<file path="src/rtl/msp_pkg.sv">
package msp_pkg;

    localparam int BYTE_W = 8;

    typedef enum logic [1:0] {
        MODE_SHIFT    = 2'd0,
        MODE_A8       = 2'd1,
        MODE_A9_FIXED = 2'd2,
        MODE_A9_EXT   = 2'd3
    } mode_e;

    typedef struct packed {
        logic  ri;
        logic  ti;
        logic  rb8;
        logic  tb8;
        logic  ren;
        logic  fast;
        mode_e mode;
    } ctrl_t;

    typedef enum logic [1:0] {
        RX_IDLE,
        RX_ASYNC,
        RX_SHIFT
    } rx_state_e;

    function automatic logic vote3(input logic [2:0] s);
        return (s[0] & s[1]) | (s[0] & s[2]) | (s[1] & s[2]);
    endfunction

    function automatic logic is_nine(input mode_e m);
        return (m == MODE_A9_FIXED) || (m == MODE_A9_EXT);
    endfunction

endpackage

</file>
<file path="src/rtl/msp_rate.sv">
module msp_rate
    import msp_pkg::*;
#(
    parameter int OVERSAMPLE = 16,
    parameter int SLOW_BIT   = 64,
    parameter int FAST_BIT   = 32
) (
    input  logic  clk,
    input  logic  rst,
    input  mode_e mode,
    input  logic  fast,
    input  logic  baud_tick,
    output logic  tick
);
    localparam int SLOW_DIV = SLOW_BIT / OVERSAMPLE;
    localparam int FAST_DIV = FAST_BIT / OVERSAMPLE;
    localparam int CW       = $clog2(SLOW_DIV + 1);

    logic [CW-1:0] cnt_q;
    logic [CW-1:0] lim;

    assign lim = fast ? CW'(FAST_DIV) : CW'(SLOW_DIV);

    always_ff @(posedge clk) begin
        if (rst || mode != MODE_A9_FIXED) begin
            cnt_q <= '0;
        end else if (cnt_q >= lim - 1'b1) begin
            cnt_q <= '0;
        end else begin
            cnt_q <= cnt_q + 1'b1;
        end
    end

    assign tick = (mode == MODE_A9_FIXED) ? (cnt_q == lim - 1'b1)
                                          : (mode != MODE_SHIFT && baud_tick);
endmodule

</file>
<file path="src/rtl/msp_tx.sv">
module msp_tx
    import msp_pkg::*;
#(
    parameter int SHIFT_DIV  = 12,
    parameter int OVERSAMPLE = 16
) (
    input  logic              clk,
    input  logic              rst,
    input  mode_e             mode,
    input  logic              tb8,
    input  logic              load,
    input  logic [BYTE_W-1:0] din,
    input  logic              tick,
    output logic              line,
    output logic              pull_low,
    output logic              busy,
    output logic              ti_set
);
    localparam int PW    = $clog2(SHIFT_DIV);
    localparam int TW    = $clog2(OVERSAMPLE);
    localparam int FRAME = BYTE_W + 3;

    logic             busy_q;
    logic [FRAME-1:0] sr_q;
    logic [3:0]       bidx_q;
    logic [3:0]       last_q;
    logic [TW-1:0]    tcnt_q;
    logic [PW-1:0]    phase_q;
    logic             sync_mode;
    logic             bit_end;
    logic             sclk;

    assign sync_mode = (mode == MODE_SHIFT);
    assign bit_end   = busy_q && (sync_mode ? (phase_q == PW'(SHIFT_DIV - 1))
                                            : (tick && tcnt_q == TW'(OVERSAMPLE - 1)));
    assign ti_set    = bit_end && (sync_mode ? (bidx_q == last_q)
                                             : (bidx_q == last_q - 4'd1));
    assign sclk      = (phase_q >= PW'(SHIFT_DIV / 2));

    always_ff @(posedge clk) begin
        if (rst) begin
            busy_q  <= 1'b0;
            sr_q    <= '1;
            bidx_q  <= '0;
            last_q  <= '0;
            tcnt_q  <= '0;
            phase_q <= '0;
        end else if (load) begin
            busy_q  <= 1'b1;
            sr_q    <= sync_mode ? {3'b111, din}
                                 : {1'b1, (is_nine(mode) ? tb8 : 1'b1), din, 1'b0};
            last_q  <= sync_mode ? 4'd7 : (is_nine(mode) ? 4'd10 : 4'd9);
            bidx_q  <= '0;
            tcnt_q  <= '0;
            phase_q <= '0;
        end else if (busy_q) begin
            if (sync_mode) begin
                phase_q <= (phase_q == PW'(SHIFT_DIV - 1)) ? '0 : phase_q + 1'b1;
            end
            if (tick) begin
                tcnt_q <= tcnt_q + 1'b1;
            end
            if (bit_end) begin
                sr_q   <= {1'b1, sr_q[FRAME-1:1]};
                bidx_q <= bidx_q + 4'd1;
                if (bidx_q == last_q) begin
                    busy_q <= 1'b0;
                end
            end
        end
    end

    assign busy     = busy_q;
    assign line     = !busy_q ? 1'b1 : (sync_mode ? sclk : sr_q[0]);
    assign pull_low = busy_q && sync_mode && !sr_q[0];
endmodule

</file>
<file path="src/rtl/msp_rx.sv">
module msp_rx
    import msp_pkg::*;
#(
    parameter int SHIFT_DIV  = 12,
    parameter int OVERSAMPLE = 16
) (
    input  logic              clk,
    input  logic              rst,
    input  mode_e             mode,
    input  logic              ren,
    input  logic              ri,
    input  logic              tx_busy,
    input  logic              pin,
    input  logic              tick,
    output logic              done,
    output logic [BYTE_W-1:0] data,
    output logic              bit9,
    output logic              busy,
    output logic              sclk
);
    localparam int PW    = $clog2(SHIFT_DIV);
    localparam int TW    = $clog2(OVERSAMPLE);
    localparam int MID   = OVERSAMPLE / 2;
    localparam int S_MID = SHIFT_DIV / 2;

    rx_state_e         state_q;
    logic [1:0]        sync_q;
    logic [BYTE_W-1:0] data_q;
    logic              nine_q;
    logic [3:0]        bidx_q;
    logic [TW-1:0]     tcnt_q;
    logic [PW-1:0]     phase_q;
    logic [1:0]        votes_q;
    logic              s_in;
    logic [TW-1:0]     idx;
    logic              v;
    logic [3:0]        last_idx;
    logic              decide;

    assign s_in     = sync_q[1];
    assign idx      = tcnt_q + 1'b1;
    assign v        = vote3({votes_q, s_in});
    assign last_idx = is_nine(mode) ? 4'd10 : 4'd9;
    assign decide   = (state_q == RX_ASYNC) && tick && (idx == TW'(MID + 1));

    assign done = (decide && bidx_q == last_idx) ||
                  (state_q == RX_SHIFT && phase_q == PW'(SHIFT_DIV - 1) && bidx_q == 4'd7);
    assign bit9 = (mode == MODE_A8) ? v : nine_q;
    assign data = data_q;
    assign busy = (state_q != RX_IDLE);
    assign sclk = !(state_q == RX_SHIFT && phase_q < PW'(S_MID));

    always_ff @(posedge clk) begin
        if (rst) begin
            sync_q  <= 2'b11;
            state_q <= RX_IDLE;
            data_q  <= '0;
            nine_q  <= 1'b0;
            bidx_q  <= '0;
            tcnt_q  <= '0;
            phase_q <= '0;
            votes_q <= 2'b11;
        end else begin
            sync_q <= {sync_q[0], pin};
            unique case (state_q)
                RX_IDLE: begin
                    bidx_q  <= '0;
                    tcnt_q  <= '0;
                    phase_q <= '0;
                    if (mode == MODE_SHIFT) begin
                        if (ren && !ri && !tx_busy) begin
                            state_q <= RX_SHIFT;
                        end
                    end else if (ren && tick && !s_in) begin
                        state_q <= RX_ASYNC;
                    end
                end
                RX_ASYNC: begin
                    if (tick) begin
                        tcnt_q <= idx;
                        if (idx == TW'(MID - 1) || idx == TW'(MID)) begin
                            votes_q <= {votes_q[0], s_in};
                        end
                        if (idx == '0) begin
                            bidx_q <= bidx_q + 4'd1;
                        end
                        if (decide) begin
                            if (bidx_q == 4'd0 && v) begin
                                state_q <= RX_IDLE;
                            end else if (bidx_q >= 4'd1 && bidx_q <= 4'd8) begin
                                data_q <= {v, data_q[BYTE_W-1:1]};
                            end else if (bidx_q == 4'd9 && is_nine(mode)) begin
                                nine_q <= v;
                            end
                            if (bidx_q == last_idx) begin
                                state_q <= RX_IDLE;
                            end
                        end
                    end
                end
                RX_SHIFT: begin
                    phase_q <= (phase_q == PW'(SHIFT_DIV - 1)) ? '0 : phase_q + 1'b1;
                    if (phase_q == PW'(S_MID)) begin
                        data_q <= {s_in, data_q[BYTE_W-1:1]};
                    end
                    if (phase_q == PW'(SHIFT_DIV - 1)) begin
                        bidx_q <= bidx_q + 4'd1;
                        if (bidx_q == 4'd7) begin
                            state_q <= RX_IDLE;
                        end
                    end
                end
                default: state_q <= RX_IDLE;
            endcase
        end
    end
endmodule

</file>
<file path="src/rtl/mcu_serial_port.sv">
module mcu_serial_port
    import msp_pkg::*;
#(
    parameter int SHIFT_DIV  = 12,
    parameter int OVERSAMPLE = 16,
    parameter int SLOW_BIT   = 64,
    parameter int FAST_BIT   = 32
) (
    input  logic       clk,
    input  logic       rst,
    input  logic       we,
    input  logic       addr,
    input  logic [7:0] wdata,
    output logic [7:0] rdata,
    input  logic       baud_tick,
    input  logic       dat_in,
    output logic       dat_pull_low,
    output logic       txd
);
    ctrl_t             ctrl_q, ctrl_n;
    logic [BYTE_W-1:0] rbuf_q, rbuf_n;
    logic              tick;
    logic              tx_line, tx_pull, tx_busy, tx_ti;
    logic              rx_done, rx_bit9, rx_busy, rx_sclk;
    logic [BYTE_W-1:0] rx_data;

    msp_rate #(
        .OVERSAMPLE(OVERSAMPLE), .SLOW_BIT(SLOW_BIT), .FAST_BIT(FAST_BIT)
    ) u_rate (
        .clk(clk), .rst(rst), .mode(ctrl_q.mode), .fast(ctrl_q.fast),
        .baud_tick(baud_tick), .tick(tick)
    );

    msp_tx #(.SHIFT_DIV(SHIFT_DIV), .OVERSAMPLE(OVERSAMPLE)) u_tx (
        .clk(clk), .rst(rst), .mode(ctrl_q.mode), .tb8(ctrl_q.tb8),
        .load(we && addr), .din(wdata), .tick(tick),
        .line(tx_line), .pull_low(tx_pull), .busy(tx_busy), .ti_set(tx_ti)
    );

    msp_rx #(.SHIFT_DIV(SHIFT_DIV), .OVERSAMPLE(OVERSAMPLE)) u_rx (
        .clk(clk), .rst(rst), .mode(ctrl_q.mode), .ren(ctrl_q.ren),
        .ri(ctrl_q.ri), .tx_busy(tx_busy), .pin(dat_in), .tick(tick),
        .done(rx_done), .data(rx_data), .bit9(rx_bit9),
        .busy(rx_busy), .sclk(rx_sclk)
    );

    always_comb begin
        ctrl_n = (we && !addr) ? ctrl_t'(wdata) : ctrl_q;
        rbuf_n = rbuf_q;
        if (tx_ti) begin
            ctrl_n.ti = 1'b1;
        end
        if (rx_done && !ctrl_q.ri) begin
            ctrl_n.ri = 1'b1;
            rbuf_n    = rx_data;
            if (ctrl_q.mode != MODE_SHIFT) begin
                ctrl_n.rb8 = rx_bit9;
            end
        end
    end

    always_ff @(posedge clk) begin
        if (rst) begin
            ctrl_q <= '0;
            rbuf_q <= '0;
        end else begin
            ctrl_q <= ctrl_n;
            rbuf_q <= rbuf_n;
        end
    end

    assign rdata        = addr ? rbuf_q : ctrl_q;
    assign txd          = (ctrl_q.mode == MODE_SHIFT && rx_busy) ? rx_sclk : tx_line;
    assign dat_pull_low = tx_pull;
endmodule

</file>
<file path="config.mk">
export PLATFORM = sky130hd
export DESIGN_NAME = mcu_serial_port
export DESIGN_NICKNAME = d
export VERILOG_FILES = /design/src/rtl/msp_pkg.sv /design/src/rtl/msp_rate.sv /design/src/rtl/msp_tx.sv /design/src/rtl/msp_rx.sv /design/src/rtl/mcu_serial_port.sv
export SDC_FILE = /design/constraint.sdc
export NUM_CORES = 1
export LEC_CHECK = 0
export ABC_AREA = 1
export BUFFER_PORTS_ARGS = -buffer_cell sky130_fd_sc_hd__buf_2
export CELL_PAD_IN_SITES_DETAIL_PLACEMENT = 1
export CELL_PAD_IN_SITES_GLOBAL_PLACEMENT = 1
export CORE_MARGIN = 5
export CORE_UTILIZATION = 35
export DETAILED_ROUTE_END_ITERATION = 12
export PLACE_DENSITY_LB_ADDON = 0.3
export REMOVE_ABC_BUFFERS = 1
export SLEW_MARGIN = 10
export SYNTH_ARGS = -nofsm -noshare
export SYNTH_HDL_FRONTEND = slang
export SYNTH_HIERARCHICAL = 1
export SYNTH_SLANG_ARGS = --single-unit
</file>
<file path="constraint.sdc">
create_clock -name clk -period 3.68 [get_ports clk]
set_input_delay 0.368 -clock clk [delete_from_list [all_inputs] [get_ports clk]]
set_output_delay 0.368 -clock clk [all_outputs]
set_load 0.03 [all_outputs]
</file>
== Yosys cells after proc, flatten, opt, wreduce, memory -nomap -nowiden ==
Cells that the tools add are included.
Operators by class
  equal/unequal tests: 30
  multiplexer cells: 50
  bitwise operators: 7
  $add $sub $neg: 9
  $lt $le $gt $ge: 5
  reductions and logical operators: 59
Operators with widths (count)
  8-bit two-way mux: 7
  11-bit two-way mux: 3
  4-bit two-way mux: 7
  4-bit by 1-bit adder with 4-bit output (second input constant): 6
  4-bit == test (second input constant): 6
  1-bit logical AND: 23
  2-bit two-way mux: 10
  2-bit nonzero test: 9
  1-bit two-way mux: 16
  4-bit case mux with 2 select lines: 2
  8-bit case mux with 2 select lines: 1
  2-bit != test (second input constant): 7
  4-bit by 3-bit == test with 1-bit output (second input constant): 3
  4-bit == test: 3
  4-bit case mux with 3 select lines: 1
  6-bit AND reduction: 2
  10-bit two-way mux: 1
  2-bit AND reduction: 5
  4-bit zero test: 2
  7-bit AND reduction: 1
  2-bit == test (second input constant): 3
  1-bit zero test: 6
  3-bit by 2-bit != test with 1-bit output (second input constant): 2
  2-bit case mux with 3 select lines: 1
  other kinds (22): 33
Word-level totals
  word-level logic and storage cells: 183
  output and inout bits: 10
  bits of input ports: 14
  flip-flop bits (word level): 74

== Logic depth before layout (Yosys ltp) ==
  depth in word-level cells: 10
  depth in mapped cells: 16
  depth with buffers taken out: 15

== By module ==
Netlist, hierarchy kept.
By module, submodules not included
  msp_tx: times used 1, cells an instance 228, area an instance 1637.8 sq um, seq. area each 540.5 sq um
  msp_rx: times used 1, cells an instance 230, area an instance 1589.0 sq um, seq. area each 540.5 sq um
  mcu_serial_port: times used 1, cells an instance 115, area an instance 739.5 sq um, seq. area each 320.3 sq um
  msp_rate: times used 1, cells an instance 22, area an instance 157.7 sq um, seq. area each 60.1 sq um

== Least setup slack after synthesis ==
OpenSTA, ideal clock, no wires.
  path type: flip-flop to output port
  from: reg u_rx.state_q[0]
  to: out txd
  path buffers: 0
  data required time: 3312 ps
  path slack: 1753 ps
  cell stages (with the launch flop): 8
  data arrival time: 1559 ps
  cells stage by stage: dfxtp_1 -> inv_1 -> ha_1 -> inv_2 -> nor2_2 -> nand2_1 -> inv_1 -> o21ai_0
On the way
  cells in the longest elaborated chain, start to end: 4
  elaborated cells between the ends (all ways): 6
  classes of those cells: eq/ne: 1; mux: 1; reduce/logical: 4
RTL lines
  start: declaration: RTL line msp_rx.sv:26  | rx_state_e state_q;
  start signal: assignment: RTL line msp_rx.sv:56  | state_q <= RX_IDLE;
  start signal: assignment: RTL line msp_rx.sv:72  | state_q <= RX_SHIFT;
  start signal: assignment: RTL line msp_rx.sv:75  | state_q <= RX_ASYNC;
  2-bit == test: RTL line msp_rx.sv:51  | assign sclk = !(state_q == RX_SHIFT && phase_q < PW'(S_MID));
  1-bit logical AND: RTL line msp_rx.sv:51
  1-bit zero test: RTL line msp_rx.sv:51
  net rx_sclk: RTL line mcu_serial_port.sv:24  | logic rx_done, rx_bit9, rx_busy, rx_sclk;
  1-bit two-way mux: RTL line mcu_serial_port.sv:73  | assign txd = (ctrl_q.mode == MODE_SHIFT && rx_busy) ? rx_sclk : tx_line;
  end: declaration: RTL line mcu_serial_port.sv:18  | output logic txd
The timed path passes the listed nets, and every way through them passes these cells.

== Final worst setup path ==
  from: reg ctrl_q[2] in the netlist's numbering
  to: reg rbuf_q[3]
On the way
  cells in the longest elaborated chain, start to end: 9
RTL lines
  start: declaration: RTL line mcu_serial_port.sv:20  | ctrl_t ctrl_q, ctrl_n;
  start signal: assignment: RTL line mcu_serial_port.sv:67  | ctrl_q <= ctrl_n;
  3-bit two-way mux: RTL line msp_rate.sv:22  | assign lim = fast ? CW'(FAST_DIV) : CW'(SLOW_DIV);
  3-bit by 1-bit subtractor with 3-bit output: RTL line msp_rate.sv:34  | assign tick = (mode == MODE_A9_FIXED) ? (cnt_q == lim - 1'b1)
  3-bit == test: RTL line msp_rate.sv:34
  1-bit two-way mux: RTL line msp_rate.sv:34
  net tick: RTL line mcu_serial_port.sv:22  | logic tick;
  1-bit logical AND (2 in a row): RTL line msp_rx.sv:44  | assign decide = (state_q == RX_ASYNC) && tick && (idx == TW'(MID + 1));
  1-bit logical AND: RTL line msp_rx.sv:46  | assign done = (decide && bidx_q == last_idx) ||
  1-bit logical OR: RTL line msp_rx.sv:46
  net rx_done: RTL line mcu_serial_port.sv:24
  1-bit logical AND: RTL line mcu_serial_port.sv:53  | if (rx_done && !ctrl_q.ri) begin
  end signal: assignment: RTL line mcu_serial_port.sv:68  | rbuf_q <= rbuf_n;
  end: declaration: RTL line mcu_serial_port.sv:21  | logic [BYTE_W-1:0] rbuf_q, rbuf_n;
The timed path passes the listed nets, and every way through them passes these cells.
A chain may end at the register's enable or synchronous reset.

==> summary.txt <==
STA
  • Fmax: 344 MHz
  • Fin. Hold Viols: 0
  • Final setup TNS: 0 ns
  • Slew HR: between 50% and 60%
  • Slew @ Worst Pin: 0.677 ns
  • Worst setup margin: 0.777 ns
  • Fin Clk Skew: 0.00904 ns
  • WHS: about 0.20 ns
  • Max Slew Vio Count: 0
  • Setup violators final: 0
  • RSZ-0062 raised after global routing: false
  • Post-layout min period: 2.90 ns
  • Fin crit share: 78.9%

Drt
  • DRT Pass-1 Iters: 4
  • Avg Vias per Cell: 4.98
  • Mean routed wirelength per cell: 14.8 um
  • ANT nets after route: 0
  • DRC errors left: 0
  • WL final: 11300 um
  • DR iter-0 viols: 138
  • Vias: 3806

Flow run
  • MaxCap Viol Count: 0

Setup path
  • Slowest library cell on the worst path: nor2_1
  • Worst Path Buf+Inv: 3
  • Type of the worst setup path: reg2reg
  • Crit path max fanout: 11
  • CP startpoint kind: flip-flop
  • Crit path required time: 3.91 ns
  • Crit path capture: rbuf_q[3]$_SDFFE_PP0P_
  • Worst r2r src: ctrl_q[2]$_SDFFE_PP0N_
  • CP arrival: 3.14 ns
  • Cell mode on critical path: nor2_1
  • Crit path max-delay family: simple AND/OR/NAND/NOR gates
  • CP endpoint kind: flip-flop
  • CP Cell Sequence: ha_1 -> nand2_1 -> nor2_1 -> nand3_1 -> nand2_1 -> nand2_1 -> clkinv_2 -> nand3_2 -> o32ai_1 -> inv_1 -> nor2_1 -> clkinv_1 -> nor2_1 -> nor2_1
  • Reg2Reg Depth: 14
  • R2r setup slk: 0.78 ns
  • Worst path depth: 14
  • Crit path launch: ctrl_q[2]$_SDFFE_PP0N_
  • Max stage delay on crit path: 0.51 ns
  • FF-to-FF End: rbuf_q[3]$_SDFFE_PP0P_

Yosys
  • Most common cell in the netlist: nand2_1
  • Area contributors post-synth: dfxtp_1, nand2_1, nor2_1
  • Mapped Area: 0.00412 mm2
  • EDFF count, synth: 0
  • Area leader, netlist: dfxtp_1
  • Top FF cell, synth: dfxtp_1
  • Synth cell types: 39
  • Yosys top cell area share: between 30% and 40%
  • Top post-synthesis cells by count: nand2_1, nor2_1, dfxtp_1
  • Mapped Cells: ~600
  • Async SR Flop Fraction: 0%
  • Yosys warnings: 6
  • Seq cells post-synth: 73
  • Avg Inst Size Synth: 6.93 um2
  • Seq/Total Area, Yosys: between 30% and 40%

CTS
  • CTS Hold Bufs: 0
  • CTS tree: done
  • Post-CTS Setup Bufs: 0
  • Root Driver: clkbuf_16
  • PostCTS Resize Cnt: 0
  • Worst-skew pair later-pin latency: 0.35 ns
  • CTS sink cnt: 73
  • Clock buffer depth: 2
  • Clk slew on worst S/H paths: 0.06 ns
  • H-tree Lvls: 3
  • Cts bufs inserted: 9

Outcome
  • Outcome: complete, no violations

Power and ir drop
  • PwrDens: 562 mW/mm2
  • P_leak: approximately 2.2 nW
  • Max IR drop VDD: 0.000292 V

Placement
  • PortBufs: 23
  • Dpl cells: between 700 and 800
  • Dpl ws: 0.827 ns
  • Hpwl dp: 8510 um
  • Final Wtd Congestion: ~0.8

Floorplan
  • # IOs: 24
  • DIE WIDTH: 119 um
  • Die area: around 0.014 mm2
  • Die height: 119 um
  • Core Rows: 39
  • Starting Density: 36.0%
  • Core Footprint: ~0.011 mm2

Layout
  • N_diodes: 0
  • Finished Layout Cells: 765
  • Layout area overhead: 13.5%
  • Share of layout cells above drive strength 1: 15.4%
  • Fillcell total: 1484
  • Nets: 650

Global route
  • GRT Total Usage: 16.4%
  • Remaining Overflow, GRT: 0
  • Vias in the first global route: 3833
  • Largest net degree at the start of global routing: 22
  • Antenna violations before repair: 0
  • First-pass GRT wire length: 18900 um

Min path
  • Min-delay worst type: in2reg
where the power goes:
group,internal [mW],total (mW),switching (mW)
Combinational,0.209,0.644,0.435
Clock,0.701,1.05,0.353
Sequential,0.863,0.931,0.0677
Total,1.77,2.63,0.856
flip-flops by register name, indices dropped and copies added, names as in the netlist:
name,flops
u_tx/sr_q,10
ctrl_q,8
rbuf_q,8
u_rx/data,8
u_rx/bidx_q,4
u_rx/phase_q,4
u_rx/tcnt_q,4
u_tx/bidx_q,4
u_tx/last_q,4
u_tx/phase_q,4
u_tx/tcnt_q,4
u_rate/cnt_q,3
u_rx/state_q,2
u_rx/sync_q,2
u_rx/votes_q,2
u_rx/nine_q,1
u_tx/busy,1
routing by layer:
layer / GRT usage (%) / part of all wire, % / vias up
li1: - / - / 1940
met1: 19.0 / 44 / 1814
met2: 29.8 / 51 / 38
met3: 3.72 / 2.4 / 14
met4: 5.39 / 1.7 / 0
met5: 0 / 0 / -
stage by stage:
step	cell area (um2)	power, mW	util (%)
5_1_grt	4680	2.78	40.8
2_1_floorplan	4030	1.41	-
3_5_place_dp	4320	1.59	37.7
4_1_cts	4680	2.66	40.8
3_3_place_gp	4320	1.57	37.7
6_report	4680	2.63	40.8
cells by family after synthesis:
| logic type | Yosys count | share of synthesized area (%) |
|---|---|---|
| and+or+nand+nor | 322 | 37.0 |
| adders and majority gates | 19 | 5.76 |
| xor gates and xnor gates | 6 | 1.27 |
| DFF | 73 | 35.4 |
| buffers and inverters | 85 | 9.01 |
| AOI/OAI and AO/OA | 90 | 11.5 |
area by class of cell:
type | count | area (um2) | share of cell area [%]
Clock inverter | 4 | 98.8 | 2.11
Timing Repair Buffer | 23 | 115 | 2.46
Multi-Input combinational cell | 437 | 2290 | 49.0
Clock buffer | 12 | 256 | 5.48
Sequential cell | 73 | 1460 | 31.2
Inverter | 73 | 278 | 5.94
Tap cell | 143 | 179 | 3.82
how the worst min path moves through the flow:
stage,to,slack (ns),start,cells after the start
CTS,u_rx/sync_q[0]$_SDFF_PP1_,0.19,dat_in,2
finish,u_rx/sync_q[0]$_SDFF_PP1_,0.20,dat_in,2
floorplan,u_rx/sync_q[1]$_SDFF_PP1_,0.39,u_rx/sync_q[0]$_SDFF_PP1_,1
global route,u_rx/sync_q[0]$_SDFF_PP1_,0.21,dat_in,2
detailed placement,u_rx/sync_q[1]$_SDFF_PP1_,0.40,u_rx/sync_q[0]$_SDFF_PP1_,1
global placement,u_rx/sync_q[1]$_SDFF_PP1_,0.41,u_rx/sync_q[0]$_SDFF_PP1_,1
cell usage in the layout (no fill, tap or decap), drive strengths merged:
| master | instances |
|---|---|
| bufinv | 3 |
| o22a | 1 |
| inv | 71 |
| a31oi | 4 |
| nand2 | 158 |
| nand3b | 9 |
| or2 | 4 |
| nand3 | 32 |
| dfxtp | 73 |
| nor3 | 6 |
| a21oi | 28 |
| xor2 | 5 |
| buf | 23 |
| nor2 | 106 |
| ha | 19 |
| clkbuf | 12 |
| o21ai | 52 |
| o211ai | 2 |
| nand4 | 7 |
| o32ai | 1 |
| clkinv | 3 |
| xnor2 | 1 |
| o22ai | 2 |
Power figures use the tool's default switching activity.
